**src/rtl/sav_pkg.sv**
```systemverilog
package sav_pkg;
    localparam int SEL_W      = 16;
    localparam int DWORD_W    = 32;
    localparam int DESC_W     = 2 * DWORD_W;
    localparam int PL_W       = 2;
    localparam int TYPE_W     = 4;
    localparam int GRAN_SHIFT = 12;
    localparam int LIM_LO_W   = 16;
    localparam int LIM_HI_W   = 4;
    localparam int LIM_RAW_W  = LIM_LO_W + LIM_HI_W;
    localparam int HALF_W     = DWORD_W / 2;

    // System types accepted per query, one bit per type code
    localparam logic [15:0] ACCESS_SYS_OK = 16'h1A3E;
    localparam logic [15:0] LIMIT_SYS_OK  = 16'h0A0E;

    typedef enum logic [1:0] {
        Q_ACCESS = 2'd0,
        Q_LIMIT  = 2'd1,
        Q_VREAD  = 2'd2,
        Q_VWRITE = 2'd3
    } query_e;

    typedef enum logic [1:0] {
        ST_IDLE  = 2'd0,
        ST_FETCH = 2'd1,
        ST_CHECK = 2'd2,
        ST_DONE  = 2'd3
    } state_e;

    typedef struct packed {
        state_e               st;
        query_e               qry;
        logic [SEL_W-1:0]     sel;
        logic [PL_W-1:0]      cpl;
        logic                 op32;
        logic [DESC_W-1:0]    desc;
        logic                 zf;
        logic                 wr;
        logic [DWORD_W-1:0]   val;
        logic                 ud;
    } regs_t;
endpackage

```
**src/rtl/sav_desc_decode.sv**
```systemverilog
module sav_desc_decode
    import sav_pkg::*;
(
    input  logic [DESC_W-1:0]  desc,
    output logic [PL_W-1:0]    dpl,
    output logic               is_seg,
    output logic [TYPE_W-1:0]  kind,
    output logic [DWORD_W-1:0] hi_word,
    output logic [DWORD_W-1:0] limit
);
    localparam int GRAN_BIT = 23;
    localparam int DPL_LSB  = 13;
    localparam int S_BIT    = 12;
    localparam int TYPE_LSB = 8;
    localparam int LHI_LSB  = 16;

    logic [DWORD_W-1:0]   lo_word;
    logic [LIM_RAW_W-1:0] raw;

    always_comb begin
        hi_word = desc[DESC_W-1:DWORD_W];
        lo_word = desc[DWORD_W-1:0];
        dpl     = hi_word[DPL_LSB +: PL_W];
        is_seg  = hi_word[S_BIT];
        kind    = hi_word[TYPE_LSB +: TYPE_W];
        raw     = {hi_word[LHI_LSB +: LIM_HI_W], lo_word[LIM_LO_W-1:0]};
        if (hi_word[GRAN_BIT])
            limit = DWORD_W'({raw, {GRAN_SHIFT{1'b1}}});
        else
            limit = DWORD_W'(raw);
    end
endmodule

```
**src/rtl/sav_policy.sv**
```systemverilog
module sav_policy
    import sav_pkg::*;
(
    input  query_e             query,
    input  logic               is_seg,
    input  logic [TYPE_W-1:0]  kind,
    input  logic [PL_W-1:0]    dpl,
    input  logic [PL_W-1:0]    cpl,
    input  logic [PL_W-1:0]    rpl,
    output logic               pass
);
    logic priv_ok;
    logic is_code;
    logic conforming;
    logic rw_bit;

    always_comb begin
        priv_ok    = (dpl >= cpl) && (dpl >= rpl);
        is_code    = kind[3];
        conforming = kind[2];
        rw_bit     = kind[1];
        pass       = 1'b0;
        unique case (query)
            Q_ACCESS: pass = is_seg ? ((is_code && conforming) || priv_ok)
                                    : (ACCESS_SYS_OK[kind] && priv_ok);
            Q_LIMIT:  pass = is_seg ? ((is_code && conforming) || priv_ok)
                                    : (LIMIT_SYS_OK[kind] && priv_ok);
            Q_VREAD: begin
                if (!is_seg)
                    pass = 1'b0;
                else if (is_code)
                    pass = rw_bit && (conforming || priv_ok);
                else
                    pass = priv_ok;
            end
            Q_VWRITE: pass = is_seg && !is_code && rw_bit && priv_ok;
            default:  pass = 1'b0;
        endcase
    end
endmodule

```
**src/rtl/sel_access_verifier.sv**
```systemverilog
module sel_access_verifier
    import sav_pkg::*;
(
    input  logic                clk,
    input  logic                rst_n,
    input  logic                req_valid,
    input  logic [1:0]          req_query,
    input  logic [SEL_W-1:0]    req_selector,
    input  logic [PL_W-1:0]     req_cpl,
    input  logic                req_prot_mode,
    input  logic                req_op32,
    output logic                fetch_req,
    output logic [SEL_W-1:0]    fetch_sel,
    input  logic                fetch_valid,
    input  logic                fetch_fail,
    input  logic [DESC_W-1:0]   fetch_desc,
    output logic                busy,
    output logic                done,
    output logic                done_zf,
    output logic                done_wr,
    output logic [DWORD_W-1:0]  done_value,
    output logic                fault_ud
);
    localparam logic [DWORD_W-1:0] AR_MASK32 = 32'h00FF_FF00;
    localparam logic [DWORD_W-1:0] AR_MASK16 = 32'h0000_FF00;

    regs_t r_q, r_d;

    logic [PL_W-1:0]    d_dpl;
    logic               d_is_seg;
    logic [TYPE_W-1:0]  d_kind;
    logic [DWORD_W-1:0] d_hi;
    logic [DWORD_W-1:0] d_limit;
    logic               d_pass;
    logic [DWORD_W-1:0] result;

    sav_desc_decode u_decode (
        .desc    (r_q.desc),
        .dpl     (d_dpl),
        .is_seg  (d_is_seg),
        .kind    (d_kind),
        .hi_word (d_hi),
        .limit   (d_limit)
    );

    sav_policy u_policy (
        .query  (r_q.qry),
        .is_seg (d_is_seg),
        .kind   (d_kind),
        .dpl    (d_dpl),
        .cpl    (r_q.cpl),
        .rpl    (r_q.sel[PL_W-1:0]),
        .pass   (d_pass)
    );

    always_comb begin
        unique case (r_q.qry)
            Q_ACCESS: result = d_hi & (r_q.op32 ? AR_MASK32 : AR_MASK16);
            Q_LIMIT:  result = r_q.op32 ? d_limit : DWORD_W'(d_limit[HALF_W-1:0]);
            default:  result = '0;
        endcase
    end

    always_comb begin
        r_d = r_q;
        unique case (r_q.st)
            ST_IDLE: begin
                if (req_valid) begin
                    r_d.qry  = query_e'(req_query);
                    r_d.sel  = req_selector;
                    r_d.cpl  = req_cpl;
                    r_d.op32 = req_op32;
                    r_d.zf   = 1'b0;
                    r_d.wr   = 1'b0;
                    r_d.val  = '0;
                    r_d.ud   = !req_prot_mode;
                    if (!req_prot_mode || (req_selector[SEL_W-1:PL_W] == '0))
                        r_d.st = ST_DONE;
                    else
                        r_d.st = ST_FETCH;
                end
            end
            ST_FETCH: begin
                if (fetch_fail) begin
                    r_d.st = ST_DONE;
                end else if (fetch_valid) begin
                    r_d.desc = fetch_desc;
                    r_d.st   = ST_CHECK;
                end
            end
            ST_CHECK: begin
                r_d.zf  = d_pass;
                r_d.wr  = d_pass && (r_q.qry == Q_ACCESS || r_q.qry == Q_LIMIT);
                r_d.val = result;
                r_d.st  = ST_DONE;
            end
            default: begin
                r_d.st = ST_IDLE;
            end
        endcase
    end

    always_ff @(posedge clk or negedge rst_n) begin
        if (!rst_n) begin
            r_q    <= '0;
            r_q.st <= ST_IDLE;
        end else begin
            r_q <= r_d;
        end
    end

    assign busy       = (r_q.st != ST_IDLE);
    assign done       = (r_q.st == ST_DONE);
    assign done_zf    = done && r_q.zf;
    assign done_wr    = done && r_q.wr;
    assign done_value = r_q.val;
    assign fault_ud   = done && r_q.ud;
    assign fetch_req  = (r_q.st == ST_FETCH);
    assign fetch_sel  = r_q.sel;

    a_r1_ud_outside_prot: assert property (@(posedge clk) disable iff (!rst_n)
        (req_valid && !busy && !req_prot_mode) |=> (fault_ud && !done_zf && !done_wr && !fetch_req));

    a_r2_null_no_fetch: assert property (@(posedge clk) disable iff (!rst_n)
        (req_valid && !busy && req_prot_mode && req_selector[SEL_W-1:PL_W] == '0)
            |=> (done && !done_zf && !fetch_req));

    a_r3_fail_clears: assert property (@(posedge clk) disable iff (!rst_n)
        (fetch_req && fetch_fail) |=> (done && !done_zf && !done_wr));

    a_r11_done_pulse: assert property (@(posedge clk) disable iff (!rst_n)
        done |=> !done);

    a_r11_fetch_hold: assert property (@(posedge clk) disable iff (!rst_n)
        (fetch_req && !fetch_valid && !fetch_fail) |=> (fetch_req && $stable(fetch_sel)));

    a_r13_write_needs_zf: assert property (@(posedge clk) disable iff (!rst_n)
        done_wr |-> done_zf);

    a_r13_ud_never_writes: assert property (@(posedge clk) disable iff (!rst_n)
        fault_ud |-> !done_wr);
endmodule

```
**config.mk**
```make
export PLATFORM = sky130hd
export DESIGN_NAME = sel_access_verifier
export DESIGN_NICKNAME = d
export VERILOG_FILES = /design/src/rtl/sav_pkg.sv /design/src/rtl/sav_desc_decode.sv /design/src/rtl/sav_policy.sv /design/src/rtl/sel_access_verifier.sv
export SDC_FILE = /design/constraint.sdc
export NUM_CORES = 1
export LEC_CHECK = 0
export BUFFER_PORTS_ARGS = -buffer_cell sky130_fd_sc_hd__buf_2
export CAP_MARGIN = 20
export CORE_ASPECT_RATIO = 1.4
export CORE_MARGIN = 10
export CORE_UTILIZATION = 35
export DETAILED_ROUTE_END_ITERATION = 8
export PLACE_DENSITY_LB_ADDON = 0.25
export SYNTH_ARGS = -nofsm -noshare
export SYNTH_HDL_FRONTEND = slang
export SYNTH_HIERARCHICAL = 1
export SYNTH_SLANG_ARGS = --single-unit
```
**constraint.sdc**
```tcl
create_clock -name clk -period 2.2 [get_ports clk]
set_clock_uncertainty 0.2 [all_clocks]
set_input_delay 0.22 -clock clk [delete_from_list [all_inputs] [get_ports clk]]
set_output_delay 0.22 -clock clk [all_outputs]
set_load 0.02 [all_outputs]
```
# ---- Word-level counts from Yosys, hierarchy flattened
# Memory sizes are Yosys's and may differ from the RTL's.
# Cells that the tools add are included.
dict set report op_classes {
  n_lt_le_gt_ge 3
  eq_ne 8
  mux 18
  bitwise_logic 2
  n_reduce_logical 27
}
# op n
set op_table {}
lappend op_table {{case mux 34 bit (2 select lines)} 1}
lappend op_table {{two-way mux 32 bit} 2}
lappend op_table {{case mux 32 bit (2 select lines)} 1}
lappend op_table {{two-way mux 35 bit} 1}
lappend op_table {{AND 32 x 24 -> 32 bit} 1}
lappend op_table {{two-way mux 24 bit} 1}
lappend op_table {{two-way mux 23 bit} 1}
lappend op_table {{zero test 14 bit} 1}
lappend op_table {{logical AND 1 bit} 12}
lappend op_table {{== test 2 bit (second input constant)} 4}
lappend op_table {{two-way mux 1 bit} 6}
lappend op_table {{two-way mux 2 bit} 3}
lappend op_table {{case mux 2 bit (3 select lines)} 1}
lappend op_table {{AND reduction 2 bit} 3}
lappend op_table {{less-than comparator 4 x 5 -> 1 bit (second input constant)} 1}
lappend op_table {{== test 2 x 1 -> 1 bit (second input constant)} 2}
lappend op_table {{>= comparator 2 bit} 2}
lappend op_table {{zero test 2 bit} 2}
lappend op_table {{logical OR 1 bit} 4}
lappend op_table {{case mux 1 bit (4 select lines)} 1}
lappend op_table {{nonzero test 2 bit} 2}
lappend op_table {{inequality test 3 x 1 -> 1 bit (second input constant)} 1}
lappend op_table {{AND reduction 3 bit} 1}
lappend op_table {{zero test 1 bit} 2}
lappend op_table {{2 further kinds} 2}
dict set report word_totals {
  ff_bits 122
  mem_bits_ro 32
  out_inout_bits 54
  wordCells 70
  mem_count 2
}
# name words width rd rd_ports_with_merged_regs wr line
set mem_list {}
lappend mem_list {{(name not given)} 16 1 1 0 0 sav_policy.sv:25} ;# : (ACCESS_SYS_OK[kind] && priv_ok);
lappend mem_list {{(name not given)} 16 1 1 0 0 sav_policy.sv:27} ;# : (LIMIT_SYS_OK[kind] && priv_ok);

# ---- Longest topological paths before layout
dict set report depth {
  ltp_word 9
  mapped_depth 10
  depth_no_buf 9
}

# ---- Cells and area by module
# Netlist, hierarchy kept.
# module instances cells_each area_per_inst_um2 seq_area_each_um2
set by_module_without_submodules {}
lappend by_module_without_submodules {sel_access_verifier 1 373 5186.2 3052.9}
lappend by_module_without_submodules {sav_desc_decode 1 74 579.3 0.0}
lappend by_module_without_submodules {sav_policy 1 28 195.2 0.0}

# ---- Worst setup path after synthesis
# OpenSTA, ideal clock, no wires.
dict set report synth_path {
  path_kind {reg2reg}
  start {register r_q[80] in the netlist's numbering}
  end {register r_q[34] in the netlist's numbering}
  arrival_time_ps 1646
  required_ps 1910
  slack_ps 263
  stages_incl_launch_ff 11
  n_path_buf 1
  path_cell_list {dfrtp_1 > buf_4 > inv_1 > ha_1 > nand2b_1 > a21oi_1 > nor2_1 > o22ai_1 > o32ai_1 > mux2i_1 > o221ai_1}
}
dict set report synth_via {
  elab_chain_cells 8
  elab_cells_between_ends 15
  classes_between {order compare: 2; mux: 6; reduce/logical: 7}
}
# item line
set synth_lines {}
lappend synth_lines {{from (decl)} sel_access_verifier.sv:27} ;# regs_t r_q, r_d;
lappend synth_lines {{from (signal assigned)} sel_access_verifier.sv:108} ;# r_q <= r_d;
lappend synth_lines {{>= comparator 2 bit} sav_policy.sv:18} ;# priv_ok = (dpl >= cpl) && (dpl >= rpl);
lappend synth_lines {{logical AND 1 bit *} sav_policy.sv:18}
lappend synth_lines {{logical OR 1 bit} sav_policy.sv:32} ;# pass = rw_bit && (conforming || priv_ok);
lappend synth_lines {{logical AND 1 bit} sav_policy.sv:32}
lappend synth_lines {{two-way mux 1 bit} sav_policy.sv:31} ;# else if (is_code)
lappend synth_lines {{two-way mux 1 bit} sav_policy.sv:29} ;# if (!is_seg)
lappend synth_lines {{case mux 1 bit (4 select lines) *} sav_policy.sv:23} ;# unique case (query)
lappend synth_lines {{named net d_pass} sel_access_verifier.sv:34} ;# logic d_pass;
lappend synth_lines {{case mux 34 bit (2 select lines) *} sel_access_verifier.sv:66} ;# unique case (r_q.st)
# Mark *: on every way through the listed nets, which the timed path passes. The rest lies on a longest branch.
# A chain may end at the register's enable or synchronous reset.

# ---- Worst setup path in the final report
# Same ends and word-level chain as after synthesis.

==> impl_metrics.ini <==
[status]
status = finished clean

[cells_and_area]
insertedDiodeCount = 0
drive_gt1_frac = 0.462
area_delta_synth_final_pct = 26.4
nets = 598
fillers = 1244

[clock_tree]
clock_latency_ns = 0.34
cts_setup_buffers = 0
cts_tree = yes
cts.clk_slew.worst_paths_ns = 0.06
cts-root-buf = clkbuf_16
h-tree-depth = 3
numCtsBuffers = 9
clock-sinks = 90
clockBufferDepth = 2

[grt]
grt_pass1_vias = 3586
grt_start_max_net_pins = 91
grt_pass1_wl_mm = 18.4
overflow = 0
grt_use_total = 0.123
antenna_found_initial = 0

[setup_path]
crit_required_ns = 2.20
arrival_ns = 2.08
r2r_start = r_q[80]
r2r_cells = 10
worstSetupPathType = flop to flop
end_kind = flop
critical_path_peak_fanout = 3
regToRegSetupSlack_ns = 0.12
startpoint_type = flop
r2r-end = r_q[34]

[floorplanning]
num_io_pins = 145
chipHeight_um = 157
core_area_sq_um = 13000
die_w_um = 118
initial_core_util = 0.360
rows = 49
die-area_sq_um = 18400

[detailed_routing]
via_per_inst = 4.61
final_antenna_net_count = 0
dr.pass1.iters = 5
wire_per_inst_um = 16.4
vias = 3147
wl_mm = 11.2
drc = 0
drtIter0Drc = 115

[place]
pre_cts_ws_ns = 0.108
routabilityCongestion = 0.743
port_buffers = 112
hpwl_mm = 7.97

[min_path]
holdCritPathClass = input port to flop
holdPathEnd = r_q[121]
hp-start = fetch_valid
whs_path_depth = 4

[power]
p_total_mw = 8.29
p_leak_nw = 2.87
peakVddDrop_v = 0.000671
power_density_nw_per_um2 = 1400

[logic_synthesis]
ys_warn_count = 6
syn_area_per_cell_sq_um = 11.9
netlist_area_sq_um = 4670
syn_inst = 394
synth_nets = 493

[timing]
slew_viol_final = 0
fmax_mhz = 481
tightest_slew_ns = 0.510
finalSetupViolCount = 0
relSlewSlack = 0.660
min_period_ns = 2.08
final.period_utilization = 0.945
worst_slack_ns = 0.122
hold_viol_final = 0
holdWs_ns = 0.0486

[job]
cap_viol_max_count = 0
worst max-delay path by stage:
stage,slack [ns],end,start
after floorplan,0.26,r_q[34],r_q[80]
after global placement,0.17,r_q[34],r_q[80]
after detailed placement,0.11,r_q[34],r_q[80]
after CTS,0.1,r_q[34],fetch_sel[0]
after global routing,-0.03,r_q[34],r_q[80]
final,0.12,r_q[34],r_q[80]
flip-flops by register name, indices dropped and copies added (netlist names):
register and flops:
done_value 32, fetch_sel 16, r_q 42
layout make-up:
type                       instances  area [sq um]  area share
multi-input combinational        207          1800       0.304
tap                              178           223      0.0377
timing repair buffer             181          1260       0.213
inverter                          10          37.5     0.00635
clock buffer                       9           225      0.0381
clock inverter                     7           116      0.0197
sequential                        90          2250       0.381
metrics by stage:
| step | cell area, sq um | cells | TNS (ns) | util |
|---|---|---|---|---|
| final | 5910 | 682 | 0 | 0.455 |
| after global placement | 4980 | 610 | 0 | 0.383 |
| after detailed placement | 4980 | 610 | 0 | 0.383 |
| after floorplan | 4670 | 394 | 0 | - |
| after CTS | 5880 | 682 | 0 | 0.452 |
| after global routing | 5910 | 682 | -0.0259 | 0.455 |
critical path, cell delays in order, from the launching register on:
cell	delay, ns
dfrtp_1	0.34
inv_1	0.06
ha_1	0.28
nand2b_1	0.16
a21oi_2	0.14
nor2_2	0.07
a41oi_2	0.16
o32ai_2	0.11
buf_4	0.15
mux2i_1	0.13
o221ai_1	0.13
metal layers:
metal  vias up  GRT usage  share of wire
li1       1512          -              -
met1      1521      0.133           0.40
met2       103      0.218           0.51
met3        11     0.0493          0.074
met4         0     0.0372          0.014
met5         -          0              0
report_power, final:
part | switching (mW) | internal [mW] | total [mW] | leakage [nW]
combinational | 1.87 | 1.80 | 3.66 | 1.57
sequential | 0.506 | 2.36 | 2.87 | 1.14
clock | 0.652 | 1.11 | 1.76 | 0.166
layout by cell type (no fill, tap or decap), types with 3 or more instances in the layout:
master,n
buf_2,111
dfrtp_1,90
dlygate4sd3_1,56
mux2_2,55
nand2_1,19
mux2i_1,17
a22o_1,16
and2_1,13
o21ai_0,12
or2_2,12
buf_4,11
inv_1,10
clkbuf_16,9
ha_1,8
o21ai_1,6
mux2_4,6
nand2b_1,3
a21o_1,3
bufinv_16,3
buf_12,3
what timing repair did:
action,CTS,global route
setup endpoints to repair,0,1
hold buffers,56,0
endpoints found under the hold margin,145,0
gates resized for setup,0,6
Power figures use the tool's default switching activity.
